===== src/rtl/pwb_pkg.sv =====
// Package: shared types for the page write buffer.
// Assumes: nothing beyond IEEE 1800-2017.
package pwb_pkg;
    typedef enum logic [1:0] {
        ST_IDLE   = 2'd0,
        ST_COMMIT = 2'd1,
        ST_SETTLE = 2'd2
    } pwb_state_e;
endpackage


===== src/rtl/pwb_page_buffer.sv =====
// Module: pwb_page_buffer
// Holds one page of payload bytes plus a per-slot loaded mask.
// A clear re-seeds the slot pointer and empties the mask. Each load
// writes the pointed slot and advances the pointer modulo the page.
// Assumes: PAGE_BYTES is a power of two, so that the pointer wraps naturally.
module pwb_page_buffer #(
    parameter int DATA_W     = 8,
    parameter int PAGE_BYTES = 32,
    localparam int SLOT_W    = $clog2(PAGE_BYTES)
) (
    input  logic              clk,
    input  logic              rst_n,
    input  logic              clear,
    input  logic [SLOT_W-1:0] base_slot,
    input  logic              load,
    input  logic [DATA_W-1:0] load_data,
    input  logic [SLOT_W-1:0] rd_slot,
    output logic [DATA_W-1:0] rd_data,
    output logic              rd_loaded,
    output logic              any_loaded
);

    logic [SLOT_W-1:0]     ptr_q;
    logic [PAGE_BYTES-1:0] mask_q;
    logic [DATA_W-1:0]     data_q [PAGE_BYTES];

    // Slot pointer: re-seeded by clear, advanced with in-page wrap on load.
    always_ff @(posedge clk) begin
        if (!rst_n)      ptr_q <= '0;
        else if (clear)  ptr_q <= base_slot;
        else if (load)   ptr_q <= ptr_q + 1'b1;
    end

    // Page storage and mask: a later byte into a slot overwrites an earlier one.
    always_ff @(posedge clk) begin
        if (!rst_n) begin
            mask_q <= '0;
            for (int s = 0; s < PAGE_BYTES; s++) data_q[s] <= '0;
        end else if (clear) begin
            mask_q <= '0;
        end else if (load) begin
            data_q[ptr_q] <= load_data;
            mask_q[ptr_q] <= 1'b1;
        end
    end

    // Read port for the commit scan.
    always_comb begin
        rd_data    = data_q[rd_slot];
        rd_loaded  = mask_q[rd_slot];
        any_loaded = |mask_q;
    end

endmodule


===== src/rtl/pwb_commit_ctrl.sv =====
// Module: pwb_commit_ctrl
// Gates frame traffic, decides on commit at frame end, scans all slots
// once (one per cycle), then counts out the settle interval.
// Assumes: BUSY_CYCLES >= 1. A frame start precedes its payload bytes.
// A frame end comes at least one cycle after the last byte.
module pwb_commit_ctrl
    import pwb_pkg::*;
#(
    parameter int PAGE_BYTES  = 32,
    parameter int BUSY_CYCLES = 100,
    localparam int SLOT_W     = $clog2(PAGE_BYTES),
    localparam int CNT_W      = $clog2(BUSY_CYCLES + 1)
) (
    input  logic              clk,
    input  logic              rst_n,
    input  logic              start_valid,
    input  logic              byte_valid,
    input  logic              frame_end,
    input  logic              frame_aligned,
    input  logic              permit,
    input  logic              any_loaded,
    input  logic              rd_loaded,
    output logic              take_start,
    output logic              take_byte,
    output logic [SLOT_W-1:0] scan_slot,
    output logic              arr_we,
    output logic              busy,
    output logic              wen_clear
);

    localparam logic [SLOT_W-1:0] LAST_SLOT = SLOT_W'(PAGE_BYTES - 1);
    localparam logic [CNT_W-1:0]  LAST_CNT  = CNT_W'(BUSY_CYCLES - 1);

    pwb_state_e        state_q;
    logic              open_q;
    logic [SLOT_W-1:0] slot_q;
    logic [CNT_W-1:0]  cnt_q;
    logic              idle;
    logic              accept;

    // Traffic gating: nothing is taken unless idle.
    always_comb begin
        idle       = (state_q == ST_IDLE);
        take_start = idle && start_valid;
        take_byte  = idle && open_q && byte_valid && !start_valid;
        accept     = idle && open_q && frame_end && frame_aligned
                     && permit && any_loaded;
    end

    // Frame-open flag: set by an accepted start, dropped by any idle frame end.
    always_ff @(posedge clk) begin
        if (!rst_n)                  open_q <= 1'b0;
        else if (take_start)         open_q <= 1'b1;
        else if (idle && frame_end)  open_q <= 1'b0;
    end

    // Sequencer: idle -> slot scan -> settle count -> idle.
    always_ff @(posedge clk) begin
        if (!rst_n) begin
            state_q <= ST_IDLE;
            slot_q  <= '0;
            cnt_q   <= '0;
        end else begin
            case (state_q)
                ST_IDLE: begin
                    if (accept) begin
                        state_q <= ST_COMMIT;
                        slot_q  <= '0;
                    end
                end
                ST_COMMIT: begin
                    if (slot_q == LAST_SLOT) begin
                        state_q <= ST_SETTLE;
                        cnt_q   <= '0;
                    end else begin
                        slot_q <= slot_q + 1'b1;
                    end
                end
                ST_SETTLE: begin
                    if (cnt_q == LAST_CNT) state_q <= ST_IDLE;
                    else                   cnt_q   <= cnt_q + 1'b1;
                end
                default: state_q <= ST_IDLE;
            endcase
        end
    end

    // Outputs decoded from sequencer state.
    always_comb begin
        scan_slot = slot_q;
        arr_we    = (state_q == ST_COMMIT) && rd_loaded;
        busy      = !idle;
        wen_clear = (state_q == ST_SETTLE) && (cnt_q == LAST_CNT);
    end

endmodule


===== src/rtl/pwb_page_commit.sv =====
// Module: pwb_page_commit (top)
// Page write buffer with deferred commit on frame end and a self-timed busy.
// Assumes: the serial front end qualifies frame_end with frame_aligned, and
// the protection block qualifies it with permit, both in the same cycle.
module pwb_page_commit #(
    parameter int ADDR_W      = 12,
    parameter int DATA_W      = 8,
    parameter int PAGE_BYTES  = 32,
    parameter int BUSY_CYCLES = 100
) (
    input  logic              clk,
    input  logic              rst_n,
    input  logic              start_valid,
    input  logic [ADDR_W-1:0] start_addr,
    input  logic              byte_valid,
    input  logic [DATA_W-1:0] byte_data,
    input  logic              frame_end,
    input  logic              frame_aligned,
    input  logic              permit,
    output logic              arr_we,
    output logic [ADDR_W-1:0] arr_addr,
    output logic [DATA_W-1:0] arr_wdata,
    output logic              busy,
    output logic              wen_clear
);

    localparam int SLOT_W = $clog2(PAGE_BYTES);
    localparam int PAGE_W = ADDR_W - SLOT_W;

    logic [PAGE_W-1:0] page_q;
    logic              take_start;
    logic              take_byte;
    logic [SLOT_W-1:0] scan_slot;
    logic              rd_loaded;
    logic              any_loaded;

    // Page number register: captured at an accepted frame start.
    always_ff @(posedge clk) begin
        if (!rst_n)          page_q <= '0;
        else if (take_start) page_q <= start_addr[ADDR_W-1:SLOT_W];
    end

    pwb_page_buffer #(
        .DATA_W     (DATA_W),
        .PAGE_BYTES (PAGE_BYTES)
    ) u_buf (
        .clk        (clk),
        .rst_n      (rst_n),
        .clear      (take_start),
        .base_slot  (start_addr[SLOT_W-1:0]),
        .load       (take_byte),
        .load_data  (byte_data),
        .rd_slot    (scan_slot),
        .rd_data    (arr_wdata),
        .rd_loaded  (rd_loaded),
        .any_loaded (any_loaded)
    );

    pwb_commit_ctrl #(
        .PAGE_BYTES  (PAGE_BYTES),
        .BUSY_CYCLES (BUSY_CYCLES)
    ) u_ctrl (
        .clk           (clk),
        .rst_n         (rst_n),
        .start_valid   (start_valid),
        .byte_valid    (byte_valid),
        .frame_end     (frame_end),
        .frame_aligned (frame_aligned),
        .permit        (permit),
        .any_loaded    (any_loaded),
        .rd_loaded     (rd_loaded),
        .take_start    (take_start),
        .take_byte     (take_byte),
        .scan_slot     (scan_slot),
        .arr_we        (arr_we),
        .busy          (busy),
        .wen_clear     (wen_clear)
    );

    // Array address: held page joined to the slot being scanned.
    always_comb arr_addr = {page_q, scan_slot};

endmodule


===== config.mk =====
export PLATFORM = sky130hd
export DESIGN_NAME = pwb_page_commit
export DESIGN_NICKNAME = d
export VERILOG_FILES = /design/src/rtl/pwb_pkg.sv /design/src/rtl/pwb_page_buffer.sv /design/src/rtl/pwb_commit_ctrl.sv /design/src/rtl/pwb_page_commit.sv
export SDC_FILE = /design/constraint.sdc
export NUM_CORES = 1
export LEC_CHECK = 0
export BUFFER_PORTS_ARGS = -buffer_cell sky130_fd_sc_hd__buf_2
export CAP_MARGIN = 20
export CORE_ASPECT_RATIO = 2
export CORE_MARGIN = 2
export CORE_UTILIZATION = 50
export CTS_BUF_LIST = sky130_fd_sc_hd__clkbuf_16
export DETAILED_ROUTE_END_ITERATION = 16
export GPL_TIMING_DRIVEN = 0
export HOLD_SLACK_MARGIN = 0.06
export PLACE_DENSITY = 0.66
export SLEW_MARGIN = 10
export SYNTH_ARGS = -nofsm -noshare
export SYNTH_HDL_FRONTEND = slang
export SYNTH_SLANG_ARGS = --single-unit

===== constraint.sdc =====
create_clock -name clk -period 7.4 [get_ports clk]
set_clock_uncertainty 0.2 [all_clocks]
set_input_delay 0.37 -clock clk [delete_from_list [all_inputs] [get_ports clk]]
set_output_delay 0.37 -clock clk [all_outputs]
set_load 0.03 [all_outputs]

## After elaboration in Yosys (flattened, before gate mapping)

Memories as Yosys holds them, arrays and structs flattened. A register that Yosys moved wholly into a read port is not among the register bits.
Cells that the tools add are included.

- Input bits: 27
- Flip-flop bits (word level): 59
- Memories kept: 1
- Bits in writable memories: 256
- Word-level logic and storage cells: 78
- Output and inout port bits: 23

- Reduce and logical (&&, ||, !) cells: 25
- Add/subtract/negate cells: 3
- Muxes and demuxes: 28
- Bitwise operators: 2
- Equal/unequal tests: 9
- Magnitude comparators: 3

Memories:

| memory | words | bits a word | read ports | clocked after memory_dff | write ports | RTL line | text |
|---|---|---|---|---|---|---|---|
| u_buf.data_q | 32 | 8 | 1 | 1 | 32 | pwb_page_buffer.sv:25 | `logic [DATA_W-1:0] data_q [PAGE_BYTES];` |

Operators with widths:

| operator | count |
|---|---|
| 5-bit 2-to-1 mux | 7 |
| 32-bit bitwise OR | 1 |
| 32-bit OR reduction | 1 |
| 7-bit 2-to-1 mux | 2 |
| 7-bit case mux with 2 select lines | 1 |
| 1-bit logical AND | 12 |
| 5-bit by 6-bit less-than comparator with 1-bit output, second input constant | 2 |
| 5-bit by 1-bit adder with 5-bit output, second input constant | 2 |
| 1-bit 2-to-1 mux | 10 |
| 5-bit case mux with 2 select lines | 1 |
| 3-bit AND reduction | 3 |
| 8-bit 2-to-1 mux | 1 |
| 2-bit nonzero test | 4 |
| 8-bit OR reduction | 1 |
| 7-bit by 1-bit adder with 7-bit output, second input constant | 1 |
| 7-bit == test, second input constant | 1 |
| 2-bit 2-to-1 mux | 3 |
| 2-bit inequality test, second input constant | 3 |
| 2-bit case mux with 3 select lines | 1 |
| 1-bit binary-select mux with 5-bit select | 1 |
| 1-bit demux with 5-bit select | 1 |
| 5-bit == test, second input constant | 1 |
| 5-bit by 1-bit >= comparator with 1-bit output, second input constant | 1 |
| 2-bit by 1-bit inequality test with 1-bit output, second input constant | 2 |
| 6 further kinds | 7 |

## Longest topological paths before layout

- Word-level depth: 10
- Mapped depth: 9
- Mapped depth without buffers: 8

## Cells and area by module

Synthesis repeated with hierarchy kept, for this count alone.

- Cells, all modules: 962
- Area, all modules: 14357.5 µm²

By module, submodules not included:

| module | cells each | seq. area each (µm²) | area each (µm²) | times used |
|---|---|---|---|---|
| pwb_page_buffer | 860 | 8428.1 | 13326.5 | 1 |
| pwb_commit_ctrl | 80 | 300.3 | 765.7 | 1 |
| pwb_page_commit | 22 | 140.1 | 265.3 | 1 |

## Worst setup path before layout

OpenSTA, ideal clock, no wires.

- Path kind: register to output
- Start point: register u_ctrl.slot_q[0], in the netlist u_ctrl.scan_slot[0]
- End point: output port arr_we
- Arrival: 2.077 ns
- Required time: 6.830 ns
- Cell stages (with the launch flop): 6
- Slack: 4.753 ns
- Buffers on the path: 1
- Cell sequence: dfxtp_1 -> buf_2 -> mux4_2 -> mux2i_1 -> mux4_2 -> nor2b_1

- Word-level cells in the longest chain between the ends: 3

RTL lines:

| what | RTL line | text |
|---|---|---|
| start: declaration | pwb_commit_ctrl.sv:36 | `logic [SLOT_W-1:0] slot_q;` |
| start signal: assignment | pwb_commit_ctrl.sv:76 | `slot_q <= slot_q + 1'b1;` |
| 1-bit binary-select mux with 5-bit select | pwb_page_buffer.sv:50 | `rd_loaded = mask_q[rd_slot];` |
| 1-bit 2-to-1 mux (not written as such) | pwb_page_buffer.sv:50 |  |
| 1-bit logical AND | pwb_commit_ctrl.sv:91 | `arr_we = (state_q == ST_COMMIT) && rd_loaded;` |
| end: declaration | pwb_page_commit.sv:20 | `output logic arr_we,` |

Every way passes these cells. The select of a mux whose other input is x is not followed.

==> summary.txt <==
Outcome
  • Status: complete, no violations

Logic synthesis
  • Post-synth top area cell: edfxtp_1
  • Synth Warn #: 0
  • Share of the synthesized area in the top cell type: 51.7%
  • Post-synthesis xor/xnor area fraction: 0.471%
  • Most common flop cell mapped by yosys: edfxtp_1
  • Post-Synth Simple-Gate Area: 16.7%
  • Post-synth cell types: 47
  • Mux share of post-synthesis cell area: 14.7%
  • Complex-gate fraction of the synthesized area: 4.39%
  • Synth Area in Adders: 0.926%
  • Number of synthesized flops with an enable pin: 256
  • Post-Synthesis Cells: 1,080
  • Share of synthesized registers carrying an async set or reset: 0%
  • Area contributors post-synth: edfxtp_1 (52%), and2_1 (11%), mux4_2 (9.8%)
  • Mapped cell area: 0.0149 mm²
  • Sequential fraction of the synthesis area: 60.3%
  • Seq cells post-synth: 320
  • Count leader, synth: and2_1
  • Main combinational cell family by area after synthesis: simple AND/OR/NAND/NOR gates
  • Synth top cells by count: and2_1 (264), edfxtp_1 (256), nor2_1 (66), mux4_2 (65), dfxtp_1 (64)
  • Post-synth net total: 1,118
  • Average size of a mapped cell: 13.8 µm²

Clock network
  • H-Tree Level Count: 1
  • Clk sinks: 320
  • Total CTS buffers: 28
  • # resized after CTS: 0
  • Post-CTS setup buffers: 0
  • Post-CTS Hold Fix Bufs: 21
  • Clk Latency, worst-skew pair: 0.56 ns
  • CTS max path bufs: 3
  • Clock-pin slew on the worst setup and hold paths: 0.06 ns
  • CTS tree: yes
  • CTS Root Cell: clkbuf_16

Worst hold path
  • Hold Path Sink: u_buf.data_q[18][5]$_SDFFCE_PN0P_
  • HP Class: in2reg
  • Beginning of the worst hold path: byte_data[5]
  • Worst hold stages: 2

Timing
  • Final worst setup slack: 3.44 ns
  • Setup TNS Final: 0 ns
  • Final Cycle Share: 53.6%
  • Slew HR: 39.8%
  • Min Tclk post-route: 3.96 ns
  • Slew Limit Fails: 0
  • Final setup fails: 0
  • Max Freq: 0.252 GHz
  • RSZ-0062 raised after global routing: no
  • Worst Tran Pin Value: 0.898 ns
  • Final hold vios: 0

Finish
  • Fin util: 57.1%
  • Layout Nets: 1,237
  • Area grow syn2layout: 12.9%
  • Non-Filler Instances: 1,585
  • Number of diodes: 0
  • Share of layout cells above drive strength 1: 15.9%

Worst setup path
  • Max Fanout on Critical Path: 10
  • R2r setup slk: 4.49 ns
  • WP data required: 6.83 ns
  • R2R Path Start: u_ctrl.state_q[0]$_SDFFE_PN0P_
  • Type of the worst setup path: reg2out
  • CP Capture Type: output port
  • RR Endpoint: u_buf.data_q[26][5]$_SDFFCE_PN0P_
  • CP arrival: 3.39 ns
  • Crit path launch type: flop
  • FF-to-FF path depth: 7

Placed design
  • Post-DP HPWL: 28,800 µm
  • Pre-CTS WS: 4.00 ns
  • Final Wtd Congestion: 0.879
  • Placed cell count: 1,512
  • PortBufs: 49

Global routing
  • All-Layer GR Usage: 24.0%
  • Initial antenna violation count: 0
  • Global-route wire length before repair: 55,400 µm
  • Global route total overflow: 0
  • Largest net degree at the start of global routing: 17
  • Vias in the first global route: 9,461

Die
  • Die Width: 126 µm
  • Die area: 0.0312 mm²
  • # rows: 89
  • Io pins: 50
  • Starting Density: 50.6%
  • Core Area: 0.0294 mm²
  • Die Ht: 248 µm

Route
  • Routed Antenna Nets: 0
  • Residual DRC: 0
  • Post-Route WL: 37,100 µm
  • Via count: 8,986
  • Detailed Route Iter0 Violations: 444
  • TritonRoute pass-1 iters: 5
  • WL per Instance: 23.4 µm
  • Routed vias/inst: 5.67

Power and ir drop
  • Peak supply drop: 0.215 mV
  • Design Power: 3.69 mW
  • Power Dens Cells: 220 mW/mm²
  • Lkg Pwr: 6.14 nW

Flow run
  • MaxCap Viol Count: 0
-- cell families (layout without fill, tap and decap cells) --
| kind of cell | after synthesis | after routing |
|---|---|---|
| AO/OA/AOI/OAI | 108 | 108 |
| XOR/XNOR | 8 | 8 |
| adder cells (fa/ha/maj) | 11 | 11 |
| buffers and inverters | 82 | 223 |
| flip-flops | 320 | 320 |
| multiplexers | 111 | 111 |
| AND/OR/NAND/NOR | 440 | 440 |
-- sequential cells by signal (all words and copies together), names as in the netlist, named ones only --
signal            cells
u_buf.data_q        256
u_buf.mask_q         32
page_q                7
u_ctrl.cnt_q          7
u_buf.ptr_q           5
u_ctrl.scan_slot      5
u_ctrl.state_q        2
u_ctrl.open_q         1
-- per-layer routing --
| metal | up-vias | GRT usage [%] | wire (µm) |
|---|---|---|---|
| met1 | 4492 | 22.2 | 11800 |
| met2 | 226 | 49.7 | 22000 |
| met4 | 0 | 13.3 | 2140 |
| met5 | - | 0 | 0 |
| li1 | 4199 | - | - |
| met3 | 69 | 2.20 | 1140 |
-- worst max path at each step --
| stage | startpoint | slack (ns) | endpoint |
|---|---|---|---|
| after floorplan | u_ctrl.scan_slot[0]$_SDFFE_PN0P_ | 4.75 | arr_we |
| after global placement | flop | 3.99 | arr_wdata[4] |
| after global routing | flop | 3.35 | arr_wdata[5] |
| after detailed placement | flop | 4.00 | arr_wdata[4] |
| after CTS | flop | 3.40 | arr_wdata[4] |
| final | flop | 3.44 | arr_wdata[2] |
-- power by group --
group / switching (mW) / leakage [nW] / internal [mW]
clock: 0.655 / 0.457 / 0.816
sequential: 0.0191 / 3.16 / 1.99
combinational: 0.145 / 2.52 / 0.0688
-- layout by cell type (no fill, tap or decap), types with 5 or more instances in the layout --
cell	synthesis	final
mux2i_1	30	30
inv_1	6	10
dlygate4sd3_1	0	21
a21boi_0	8	8
nor4_1	9	9
a22oi_1	8	8
clkinv_1	1	8
mux4_1	16	16
clkbuf_1	56	56
and3_1	12	12
ha_1	11	11
o21ai_1	0	12
and2_1	264	264
clkbuf_16	0	29
buf_2	8	76
o21a_1	8	8
a21oi_1	35	35
o211a_1	5	5
mux4_2	65	65
nand3_1	12	12
o21ai_0	36	24
dfxtp_1	64	64
xor2_1	6	6
edfxtp_1	256	256
nor2b_1	5	5
nand4_1	5	5
nand2_1	44	44
nor2_1	66	66
-- critical path: stages (launching register included) --
cell	delay (ns)
dfxtp_1	0.35
buf_4	0.22
clkbuf_1	0.52
buf_2	0.41
mux4_2	0.37
mux2i_1	0.43
a22oi_1	0.22
o21a_1	0.14
buf_2	0.17
-- per-stage QoR --
stage               hold slack (ns)  cell area (µm²)
finish                       0.0932            16800
global route                 0.0765            16800
floorplan                     0.251            14900
CTS                          0.0843            16800
global placement              0.251            15600
detailed placement            0.255            15700
-- area by class of cell --
cell class                 count  area (µm²)
timing repair buffer          89         551
fill                        2483       12600
sequential                   320        8970
clock buffer                  29         726
multi-input combinational    678        5530
buffer                        75         344
tap                          364         455
inverter                       7        26.3
clock inverter                23         189
(Power assumes the default switching activity.)
